## config.mk

```make
export PLATFORM = sky130hd
export DESIGN_NAME = sysrst_ctrl
export DESIGN_NICKNAME = d
export VERILOG_FILES = /design/src/rtl/rstc_pkg.sv /design/src/rtl/rstc_sync.sv /design/src/rtl/rstc_seq.sv /design/src/rtl/rstc_ext_timer.sv /design/src/rtl/sysrst_ctrl.sv
export SDC_FILE = /design/constraint.sdc
export NUM_CORES = 1
export LEC_CHECK = 0
export ABC_AREA = 1
export CAP_MARGIN = 10
export CORE_UTILIZATION = 45
export CTS_BUF_LIST = sky130_fd_sc_hd__clkbuf_4 sky130_fd_sc_hd__clkbuf_8 sky130_fd_sc_hd__clkbuf_16
export CTS_CLUSTER_DIAMETER = 200
export CTS_CLUSTER_SIZE = 30
export DETAILED_ROUTE_END_ITERATION = 12
export PLACE_DENSITY = 0.73
export RECOVER_POWER = 50
export SETUP_SLACK_MARGIN = 0.05
export SLEW_MARGIN = 0
export SYNTH_ARGS = -nofsm -noshare
export SYNTH_HDL_FRONTEND = slang
export SYNTH_SLANG_ARGS = --single-unit
```

## constraint.sdc

```tcl
create_clock -name clk_slow -period 1.92 [get_ports clk_slow]
set_clock_uncertainty 0.05 [all_clocks]
set_input_delay 0.576 -clock clk_slow [delete_from_list [all_inputs] [get_ports clk_slow]]
set_output_delay 0.576 -clock clk_slow [all_outputs]
set_load 0.05 [all_outputs]
```

## src/rtl/rstc_pkg.sv

```systemverilog
// Shared types for the reset controller.
// Holds the sequencer state encoding and the reset cause codes reported in the status field.
package rstc_pkg;

    typedef enum logic [2:0] {
        ST_MAIN_OFF  = 3'd0,
        ST_WAKE_BOOT = 3'd1,
        ST_RUN       = 3'd2,
        ST_USER_HOLD = 3'd3,
        ST_USER_BOOT = 3'd4
    } rstc_state_t;

    localparam int CAUSE_W = 3;

    localparam logic [CAUSE_W-1:0] CAUSE_NONE = 3'd0;
    localparam logic [CAUSE_W-1:0] CAUSE_WAKE = 3'd1;
    localparam logic [CAUSE_W-1:0] CAUSE_USER = 3'd4;

endpackage

```

## src/rtl/rstc_sync.sv

```systemverilog
// Multi-stage synchronizer for one asynchronous level.
// Assumes STAGES >= 1. After reset, the output and every stage hold RST_VAL.
module rstc_sync #(
    parameter int   STAGES  = 2,
    parameter logic RST_VAL = 1'b1
) (
    input  logic clk,
    input  logic rst_n,
    input  logic d,
    output logic q
);

    logic [STAGES-1:0] chain;

    generate
        if (STAGES == 1) begin : g_single
            // Single capture flop.
            always_ff @(posedge clk) begin
                if (!rst_n) chain <= RST_VAL;
                else        chain <= d;
            end
        end else begin : g_multi
            // Shift the sampled level through the stages.
            always_ff @(posedge clk) begin
                if (!rst_n) chain <= {STAGES{RST_VAL}};
                else        chain <= {chain[STAGES-2:0], d};
            end
        end
    endgenerate

    assign q = chain[STAGES-1];

endmodule

```

## src/rtl/rstc_seq.sv

```systemverilog
// Reset release sequencer.
// Tracks the main-supply and user reset phases and runs the startup window.
// Reports the cause when a release completes.
// Assumes synchronized inputs. The main-supply indication has priority in every state.
module rstc_seq
    import rstc_pkg::*;
#(
    parameter int STARTUP_CYC = 3
) (
    input  logic                clk,
    input  logic                rst_n,
    input  logic                por_s,
    input  logic                pin_s,
    input  logic                usr_en,
    output rstc_state_t         st,
    output logic                boot_clk_en,
    output logic                wake_begin,
    output logic                done_vld,
    output logic [CAUSE_W-1:0]  done_code
);

    localparam int CNT_W = (STARTUP_CYC < 2) ? 1 : $clog2(STARTUP_CYC);
    localparam logic [CNT_W-1:0] CNT_LAST = CNT_W'(STARTUP_CYC - 1);

    rstc_state_t      st_nxt;
    logic [CNT_W-1:0] cnt, cnt_nxt;

    // Next-state and startup counter logic.
    always_comb begin
        st_nxt    = st;
        cnt_nxt   = cnt;
        done_vld  = 1'b0;
        done_code = CAUSE_NONE;
        if (por_s) begin
            st_nxt = ST_MAIN_OFF;
        end else begin
            case (st)
                ST_MAIN_OFF: begin
                    st_nxt  = ST_WAKE_BOOT;
                    cnt_nxt = '0;
                end
                ST_WAKE_BOOT, ST_USER_BOOT: begin
                    if (cnt == CNT_LAST) begin
                        st_nxt    = ST_RUN;
                        done_vld  = 1'b1;
                        done_code = (st == ST_WAKE_BOOT) ? CAUSE_WAKE : CAUSE_USER;
                    end else begin
                        cnt_nxt = cnt + 1'b1;
                    end
                end
                ST_RUN: begin
                    if (!pin_s && usr_en) st_nxt = ST_USER_HOLD;
                end
                ST_USER_HOLD: begin
                    if (pin_s) begin
                        st_nxt  = ST_USER_BOOT;
                        cnt_nxt = '0;
                    end
                end
                default: st_nxt = ST_MAIN_OFF;
            endcase
        end
    end

    // State and counter registers.
    always_ff @(posedge clk) begin
        if (!rst_n) begin
            st  <= ST_MAIN_OFF;
            cnt <= '0;
        end else begin
            st  <= st_nxt;
            cnt <= cnt_nxt;
        end
    end

    assign boot_clk_en = (st == ST_WAKE_BOOT) || (st == ST_USER_BOOT);
    assign wake_begin  = (st == ST_MAIN_OFF) && !por_s;

endmodule

```

## src/rtl/rstc_ext_timer.sv

```systemverilog
// External reset pulse timer.
// A load starts a count of 2^(len+1) cycles, and busy stays high until it runs out.
// Assumes LEN_W small enough that 2^(2^LEN_W) is a sane cycle count.
module rstc_ext_timer #(
    parameter int LEN_W = 4
) (
    input  logic             clk,
    input  logic             rst_n,
    input  logic             load,
    input  logic [LEN_W-1:0] len,
    output logic             busy
);

    localparam int CW = (1 << LEN_W) + 2;

    logic [CW-1:0]  remain;
    logic [LEN_W:0] shamt;
    logic [CW-1:0]  span;

    // Length field to cycle count.
    always_comb begin
        shamt = {1'b0, len} + 1'b1;
        span  = CW'(1) << shamt;
    end

    // Down-counter that holds the pulse.
    always_ff @(posedge clk) begin
        if (!rst_n)           remain <= '0;
        else if (load)        remain <= span;
        else if (remain != 0) remain <= remain - 1'b1;
    end

    assign busy = (remain != '0);

endmodule

```

## src/rtl/sysrst_ctrl.sv

```systemverilog
// Multi-source system reset controller, top level.
// Synchronizes the supply and pin inputs and holds the backup-domain mode settings and cause status.
// Gates the main-domain outputs.
// Assumes one slow clock. bkp_rst_n is the only reset of the block's own state.
module sysrst_ctrl
    import rstc_pkg::*;
#(
    parameter int SYNC_STAGES = 2,
    parameter int STARTUP_CYC = 3,
    parameter int LEN_W       = 4
) (
    input  logic               clk_slow,
    input  logic               bkp_rst_n,
    input  logic               por_act,
    input  logic               ext_rst_pin_n,
    input  logic               mode_wr,
    input  logic               mode_usr_en,
    input  logic [LEN_W-1:0]   mode_len,
    output logic               proc_rst_n,
    output logic               periph_rst_n,
    output logic               ext_rst_out_n,
    output logic               bkp_dom_rst_n,
    output logic               proc_clk_en,
    output logic [CAUSE_W-1:0] rst_type
);

    logic               por_sync;
    logic               pin_sync;
    logic               usr_en_q;
    logic [LEN_W-1:0]   len_q;
    logic               bkp_q;
    rstc_state_t        seq_st;
    logic               boot_en;
    logic               wake_begin;
    logic               done_vld;
    logic [CAUSE_W-1:0] done_code;
    logic               ext_busy;

    rstc_sync #(.STAGES(SYNC_STAGES), .RST_VAL(1'b1)) u_por_sync (
        .clk   (clk_slow),
        .rst_n (bkp_rst_n),
        .d     (por_act),
        .q     (por_sync)
    );

    rstc_sync #(.STAGES(SYNC_STAGES), .RST_VAL(1'b1)) u_pin_sync (
        .clk   (clk_slow),
        .rst_n (bkp_rst_n),
        .d     (ext_rst_pin_n),
        .q     (pin_sync)
    );

    rstc_seq #(.STARTUP_CYC(STARTUP_CYC)) u_seq (
        .clk         (clk_slow),
        .rst_n       (bkp_rst_n),
        .por_s       (por_sync),
        .pin_s       (pin_sync),
        .usr_en      (usr_en_q),
        .st          (seq_st),
        .boot_clk_en (boot_en),
        .wake_begin  (wake_begin),
        .done_vld    (done_vld),
        .done_code   (done_code)
    );

    rstc_ext_timer #(.LEN_W(LEN_W)) u_ext_timer (
        .clk   (clk_slow),
        .rst_n (bkp_rst_n),
        .load  (wake_begin),
        .len   (len_q),
        .busy  (ext_busy)
    );

    // Backup-domain mode settings, kept across supply loss.
    always_ff @(posedge clk_slow) begin
        if (!bkp_rst_n) begin
            usr_en_q <= 1'b0;
            len_q    <= '0;
        end else if (mode_wr) begin
            usr_en_q <= mode_usr_en;
            len_q    <= mode_len;
        end
    end

    // Cause status, updated when a release completes.
    always_ff @(posedge clk_slow) begin
        if (!bkp_rst_n)    rst_type <= CAUSE_NONE;
        else if (done_vld) rst_type <= done_code;
    end

    // Backup-domain reset output, driven only by the backup reset.
    always_ff @(posedge clk_slow) begin
        bkp_q <= bkp_rst_n;
    end

    assign proc_rst_n    = (seq_st == ST_RUN) && !por_act;
    assign periph_rst_n  = (seq_st == ST_RUN) && !por_act;
    assign ext_rst_out_n = !(por_act || (seq_st == ST_MAIN_OFF) || ext_busy);
    assign proc_clk_en   = boot_en;
    assign bkp_dom_rst_n = bkp_q;

endmodule

```

Yosys cells after proc, flatten, opt, wreduce, memory -nomap -nowiden
Cells that the tools add are included.

word-level totals
  register bits after elaboration = 36
  input bits = 10
  output and inout port bits = 8
  word-level logic and storage cells = 58

operators by class
  $add $sub $neg = 3
  eq/ne operators = 9
  shifts and indexed selects = 1
  mux-type cells = 16
  bitwise gates (word level) = 2
  reduce and logical (&&, ||, !) cells = 18

operators with widths
  operator                                               number
  2-to-1 mux 18 bit                                      2
  2-to-1 mux 3 bit                                       7
  nonzero test 18 bit                                    1
  left shift 1 x 5 -> 18 bit, first input constant       1
  subtractor 18 x 1 -> 18 bit, second input constant     1
  case mux 3 bit (4 select lines)                        1
  == test 3 x 2 -> 1 bit, second input constant          2
  case mux 2 bit (3 select lines)                        1
  adder 4 x 1 -> 5 bit, second input constant            1
  logical NOT 1 bit                                      4
  2-to-1 mux 2 bit                                       2
  inequality test 2 x 1 -> 1 bit, second input constant  2
  inequality test 2 bit, second input constant           2
  AND reduction 4 bit                                    1
  OR reduction 2 bit                                     2
  == test 3 x 1 -> 1 bit, second input constant          1
  == test 3 bit, second input constant                   1
  logical AND 1 bit                                      3
  logical NOT 3 bit                                      1
  logical OR 1 bit                                       3
  2-to-1 mux 1 bit                                       3
  AND reduction 3 bit                                    1
  nonzero test 3 bit                                     1
  adder 2 x 1 -> 2 bit, second input constant            1
  3 further kinds                                        4

Logic depth before layout (Yosys ltp)
Gate-level depths: netlist (run 1).

  depth in word-level cells = 5
  depth in mapped cells = 9
  depth with buffers taken out = 9

Cells and area by module
A second synthesis (run 1) with hierarchy kept.

unflattened totals
  cell total of the unflattened synthesis = 360
  area total of the unflattened synthesis = 2356.0 um^2

by module, submodules not included
  module          times used  cells an instance  area each (um^2)  seq. area each (um^2)
  rstc_ext_timer  1           218                1397.6            360.3
  rstc_seq        1           70                 441.7             100.1
  sysrst_ctrl     1           60                 406.6             180.2
  rstc_sync       2           6                  55.1              40.0

Worst setup path after synthesis (run 1)
No wires, ideal clock.

  path kind = input -> output
  from = input por_act
  to = output proc_rst_n
  arrival time = 2077 ps
  required time = 1294 ps
  path slack = -783 ps
  cell stages on the path = 2
  path buffers = 1
  cells stage by stage = nor3_1 -> buf_4

between the ends
  word-level cells in the longest chain between the ends = 2

ends and longest elaborated chain
  what               line               source
  start, declared    sysrst_ctrl.sv:14  input logic por_act,
  logical NOT 1 bit  sysrst_ctrl.sv:96  assign proc_rst_n = (seq_st == ST_RUN) && !por_act;
  logical AND 1 bit  sysrst_ctrl.sv:96
  end, declared      sysrst_ctrl.sv:19  output logic proc_rst_n,

Every way passes these cells.

Final worst setup path (run 1)
  from = register u_ext_timer.remain[0]
  to = output ext_rst_out_n

between the ends
  word-level cells in the longest chain between the ends = 3

ends and longest elaborated chain
  what                    line                  source
  start, declared         rstc_ext_timer.sv:16  logic [CW-1:0] remain;
  start signal, assigned  rstc_ext_timer.sv:29  else if (load) remain <= span;
  start signal, assigned  rstc_ext_timer.sv:30  else if (remain != 0) remain <= remain - 1'b1;
  nonzero test 18 bit     rstc_ext_timer.sv:33  assign busy = (remain != '0);
  logical OR 1 bit        sysrst_ctrl.sv:98     assign ext_rst_out_n = !(por_act || (seq_st == ST_MAIN_OFF) || ext_busy);
  logical NOT 1 bit       sysrst_ctrl.sv:98
  end, declared           sysrst_ctrl.sv:21     output logic ext_rst_out_n,

Every way passes these cells.

==> flow_summary.json, run 1 <==
{
  "drt_wl_total_um": 4442,
  "netSwitchingFraction_pct": 44.12,
  "cts_made_buffers": 5,
  "synthSimpleGateAreaFrac_pct": 41.99,
  "final_cell_mix": "nand2_1, nor2_1, inv_1",
  "fin_total_pwr_mw": 4.338,
  "wl_per_cell_um": 11.27,
  "grt_max_degree": 17,
  "clockPowerShare_pct": 18.3,
  "path_common_cell": "nand3_4",
  "initial_utilization_pct": 46.83,
  "start_kind": "flip-flop",
  "synth_edf_count": 0,
  "synth_top_area_cell": "dfxtp_1",
  "synth.distinct_cells": 35,
  "p_leak_nw": 1.189,
  "drt_iter0_drc": 161,
  "gr-total-overflow": 0,
  "cp.required_ns": 1.29,
  "numPortBuffers": 16,
  "arrival_ns": 1.56,
  "route.vias.total": 1956,
  "syn_inst": 307,
  "netlist_area_um2": 2053,
  "pre_cts_slack_ns": -0.1686,
  "crit_path_max_incr_delay_ns": 0.33,
  "ant_nets": 0,
  "htree_levels": 2,
  "worst_slew_pin_slew_ns": 0.5908,
  "root_buffer": "clkbuf_8",
  "synth-adder-area-share_pct": 2.438,
  "slew_viol_final": 0,
  "firstDrtPassIters": 4,
  "synthArstFlopShare_pct": 0,
  "maxCapViolations": 0,
  "die_w_um": 69.55,
  "synthMuxAreaShare_pct": 0,
  "dp.final_hpwl_um": 3399,
  "io_pins": 18,
  "diodes": 0,
  "worstSkewPairLatency_ns": 0.29,
  "synth-main-ff-cell": "dfxtp_1",
  "die_y_um": 69.55,
  "cp_max_fo": 3,
  "min_period_ns": 2.188,
  "hold_path.class": "flip-flop to flip-flop",
  "yosysSeqAreaShare_pct": 34.13,
  "final_util_pct": 59.08,
  "via_per_inst": 4.964,
  "worstSetupPathType": "flip-flop to output port",
  "cts.sink_count": 35,
  "die-area_um2": 4837,
  "grt_first_pass_wirelength_um": 7810,
  "drive_gt1_share_pct": 21.93,
  "grt_pass1_vias": 1828,
  "power_density_nw_per_um2": 1675,
  "p_int_mw": 2.424,
  "relSlewSlack_pct": 60.78,
  "end_kind": "output port",
  "yosys.area_share.xor_xnor_pct": 2.133,
  "status": "finished with violations",
  "coreArea_um2": 4384,
  "p_switching_mw": 1.914,
  "route.detailed.drc": 0,
  "pwr-share-seq_pct": 25.0,
  "fin_crit_sh_pct": 113.9,
  "synth.area.top_cells": "dfxtp_1, nand2_1, nor2_1",
  "crit_chain": "inv_2, ha_4, nand3_4, nor2_8, nand3_4, nor2_4, and3_4, buf_12",
  "hold_viol": 0,
  "synth_warnings": 0,
  "cts_buffer_depth": 2,
  "p_comb_share_pct": 56.7,
  "rows": 24,
  "synthesis.nets": 321,
  "max-vdd-ir-drop_uv": 698.5,
  "ys_seq_elements": 35,
  "synth-compound-area-share_pct": 9.933,
  "path_clk_slew_ns": 0.07,
  "final_common_cell": "nand2_1",
  "hold_buffers": 0,
  "slowest_stage": "dfxtp_2",
  "setup_viol": 1,
  "grt_use_total_pct": 20.25,
  "fin_nets": 355,
  "violations": "setup timing",
  "place_congestion": 0.8884,
  "antenna_found_initial": 0,
  "area_delta_synth_final_pct": 26.14,
  "final_cells": 394,
  "synth_top_area_share_pct": 34.13,
  "rsz0062_at_grt": "yes",
  "layout_setup_ws_ns": -0.2676,
  "fmax_ghz": 0.4571,
  "synth_top_family_by_area": "simple AND/OR/NAND/NOR gates",
  "dp.cells": 386,
  "avgSynthCellArea_um2": 6.688,
  "cts_tree": "yes"
}
[flip-flops by register name, summed over array words and instances, names as in the netlist]
name,cells
bkp_dom_rst_n,1
u_seq.st,3
rst_type,2
u_pin_sync.chain,2
u_seq.cnt,2
len_q,4
usr_en_q,1
u_por_sync.chain,2
u_ext_timer.remain,18
[cells in the mapped netlist (all sizes together), types with 2 or more instances]
master / number
nand3: 33
nand2: 79
or2: 3
xor2: 3
dfxtp: 35
nor2: 54
xnor2: 2
a21oi: 20
nand3b: 2
o21ai: 14
ha: 4
buf: 4
nor3: 4
inv: 40
nand4: 2
[final cells by class]
cell class / instances / area (um^2)
clock buffer: 5 / 68.82
clock inverter: 3 / 67.56
fill: 408 / 1794
inverter: 41 / 156.4
multi-input combinational: 226 / 1235
sequential: 35 / 708.2
tap: 52 / 65.06
timing repair buffer: 32 / 289.0
[through the flow]
step	TNS, ns	area [um^2]	hold slack, ns
after floorplan	0	2093	0.3425
after global placement	-0.4473	2432	0.3441
after detailed placement	-0.4678	2432	0.3472
after CTS	-0.2846	2584	0.3748
after global routing	-0.4002	2590	0.3774
final	-0.2676	2590	0.3691
[worst max-delay path, delay by kind of cell, from the launching register on]
kind / cells / cell delay (ns)
flip-flops: 1 / 0.33
AND/OR/NAND/NOR: 5 / 0.60
buffers and inverters: 2 / 0.19
adder cells (fa/ha/maj): 1 / 0.14
[power groups by stage]
stage               logic (mW)  registers (mW)  clock network [mW]
finish                    2.46            1.08               0.796
global route              2.78            1.11               0.843
CTS                       2.39            1.07               0.813
detailed placement        2.36            1.08                   0
global placement          2.32            1.08                   0
floorplan                 1.76            1.08                   0
[path summary, 6_finish.rpt]
| kind | start | endpoint | slack [ns] | cells after the start |
|---|---|---|---|---|
| hold reg to reg | u_por_sync.chain[0] | u_por_sync.chain[1] | 0.37 | 1 |
| setup / recovery | u_ext_timer.remain[0] | ext_rst_out_n | -0.27 | 8 |
| hold / removal | u_por_sync.chain[0] | u_por_sync.chain[1] | 0.37 | 1 |
| setup reg to reg | u_ext_timer.remain[1] | u_ext_timer.remain[11] | 0.33 | 10 |
[timing repair]
item                                    4_1_cts  5_1_grt
gates resized for setup                      10       10
buffers inserted                              0        0
pin swaps                                     1        2
endpoints found under the setup margin        4        4
[kinds of logic (layout without fill, tap and decap cells)]
group | count (synthesis) | after routing
other | 1 | 1
DFF | 35 | 35
adders and majority gates | 4 | 4
xor gates and xnor gates | 5 | 5
and+or+nand+nor | 179 | 179
AOI/OAI and AO/OA | 37 | 37
buffers and inverters | 46 | 81
[per-layer routing]
| metal | wire length, um | track usage, % | share of wire [%] |
|---|---|---|---|
| met4 | 61 | 5.896 | 1.4 |
| met5 | 0 | 0 | 0 |
| met1 | 2085 | 25.96 | 47 |
| met2 | 2092 | 33.55 | 47 |
| met3 | 202 | 5.087 | 4.5 |
Power figures use the tool's default switching activity.
==> inputs of run 2 (changes only) <==
Settings changed: SETUP_SLACK_MARGIN 0.05 to 0.1.
==> run 2 against run 1 <==
The flow still finishes with violations (setup timing). Sequential power hardly changed. Via count up 0.66%. Non-clock buffer count increased by 4. Largest cell class unchanged. Largest power group unchanged. Highest routed layer unchanged.
==> flow_summary.json, run 2 (same netlist as run 1, synthesis figures left out) <==
{
  "route.vias.total": 1969,
  "reg2regPathDepth": 9,
  "final_cell_mix": "nand2_1, nor2_1, inv_1",
  "fin_crit_sh_pct": 114.0,
  "nFillCells": 410,
  "dp.cells": 386,
  "pre_cts_slack_ns": -0.1686,
  "worst_slew_pin_slew_ns": 0.5908,
  "grt_max_degree": 17,
  "final_util_pct": 59.47,
  "regArea_um2": 705.7,
  "io_pins": 18,
  "max-vdd-ir-drop_uv": 700.0,
  "diodes": 0,
  "place_area_um2": 2432,
  "p_leak_nw": 1.210,
  "hold_buffers": 0,
  "min_period_ns": 2.188,
  "firstDrtPassIters": 4,
  "grt_use_total_pct": 20.40,
  "fmax_ghz": 0.4570,
  "dp.final_hpwl_um": 3399,
  "worstSkewPairLatency_ns": 0.29,
  "place_congestion": 0.8884,
  "cts_buffer_depth": 2,
  "violations": "setup timing",
  "worstSetupPathType": "flip-flop to output port",
  "start_kind": "flip-flop",
  "cts_tree": "yes",
  "rows": 24,
  "layout_setup_ws_ns": -0.2680,
  "route.detailed.drc": 0,
  "drive_gt1_share_pct": 22.25,
  "die_w_um": 69.55,
  "cp.required_ns": 1.29,
  "rsz0062_at_grt": "yes",
  "die-area_um2": 4837,
  "initial_utilization_pct": 46.83,
  "arrival_ns": 1.56,
  "gr-total-overflow": 0,
  "holdWs_ns": 0.3680,
  "drt_iter0_drc": 150,
  "fin_nets": 359,
  "status": "finished with violations",
  "via_per_inst": 4.947,
  "die_y_um": 69.55,
  "tns_ns": -0.4923,
  "grt_first_pass_wirelength_um": 7845,
  "hold_viol": 0,
  "coreArea_um2": 4384,
  "hold_path.class": "flip-flop to flip-flop",
  "drt_wl_total_um": 4559,
  "htree_levels": 2,
  "area_delta_synth_final_pct": 27.00,
  "maxCapViolations": 0,
  "multiInputGateArea_um2": 1225,
  "final_cells": 398,
  "top_register": "u_ext_timer.remain",
  "path_clk_slew_ns": 0.07,
  "cts_made_buffers": 5,
  "numPortBuffers": 16,
  "antenna_found_initial": 0,
  "root_buffer": "clkbuf_8",
  "slew_viol_final": 0,
  "fin_total_pwr_mw": 4.346,
  "power_density_nw_per_um2": 1667,
  "grt_pass1_vias": 1824,
  "cp_max_fo": 3,
  "final_common_cell": "nand2_1",
  "hold_depth": 1,
  "largest_register_ffs": 18,
  "stdcell_area_um2": 2608,
  "end_kind": "output port",
  "setup_viol": 2,
  "ant_nets": 0,
  "reg_top3": "u_ext_timer.remain: 18 flops, len_q: 4 flops, u_seq.st: 3 flops",
  "relSlewSlack_pct": 60.78,
  "cts.sink_count": 35,
  "wl_per_cell_um": 11.45
}
run 2: cell count changes in the layout (fill, tap and decap cells not counted):
cell	before	now
buf_4	14	17
dfxtp_4	1	0
nand2_4	4	3
clkbuf_4	0	1
nor2_1	40	41
dfxtp_2	3	4
nor2_2	8	7
nand2_1	69	70
run 2: cell type report:
cell class	instances	area share (%)
clock buffers	5	2.639
clock inverters	3	2.591
inverters	41	5.998
multi-input cells	226	46.98
flip-flops and latches	35	27.06
well taps	52	2.495
repair buffers	36	12.24
run 2: critical path, cell delays in order (launching register included):
cell,delay [ns]
dfxtp_2,0.33
inv_2,0.06
ha_4,0.14
nand3_4,0.10
nor2_8,0.12
nand3_4,0.08
nor2_4,0.11
and3_4,0.19
buf_12,0.13
run 2: path summary, 6_finish.rpt:
check,endpoint,start,slack [ns]
max,ext_rst_out_n,u_ext_timer.remain[0],-0.27
min,u_por_sync.chain[1],u_por_sync.chain[0],0.37
max reg2reg,u_seq.cnt[1],u_seq.st[0],0.23
min reg2reg,u_por_sync.chain[1],u_por_sync.chain[0],0.37
run 2: report_power, final:
group	leakage, nW	switching (mW)	internal [mW]
combinational	0.857	1.48	0.981
clock	0.0644	0.279	0.518
sequential	0.289	0.159	0.928
run 2: metal layers:
layer  GRT usage (%)  wire, um  share of wire (%)  up-vias
met3           5.087       230                5.0       10
met4           5.896        78                1.7        0
li1                -         -                  -     1046
met1           26.14      2118                 46      859
met2           33.87      2130                 47       54
met5               0         0                  0        -
run 2: repair_timing:
action	CTS	global route
pin swaps	1	4
buffers inserted	0	4
setup endpoints to repair	4	4
resized for setup	15	6
==> inputs of run 3 (changes only) <==
Settings changed: CTS_BUF_LIST sky130_fd_sc_hd__clkbuf_4 sky130_fd_sc_hd__clkbuf_8 sky130_fd_sc_hd__clkbuf_16 to not set.
==> results of run 3 <==
The final DEF is identical to that of run 2; final timing and power are the same.
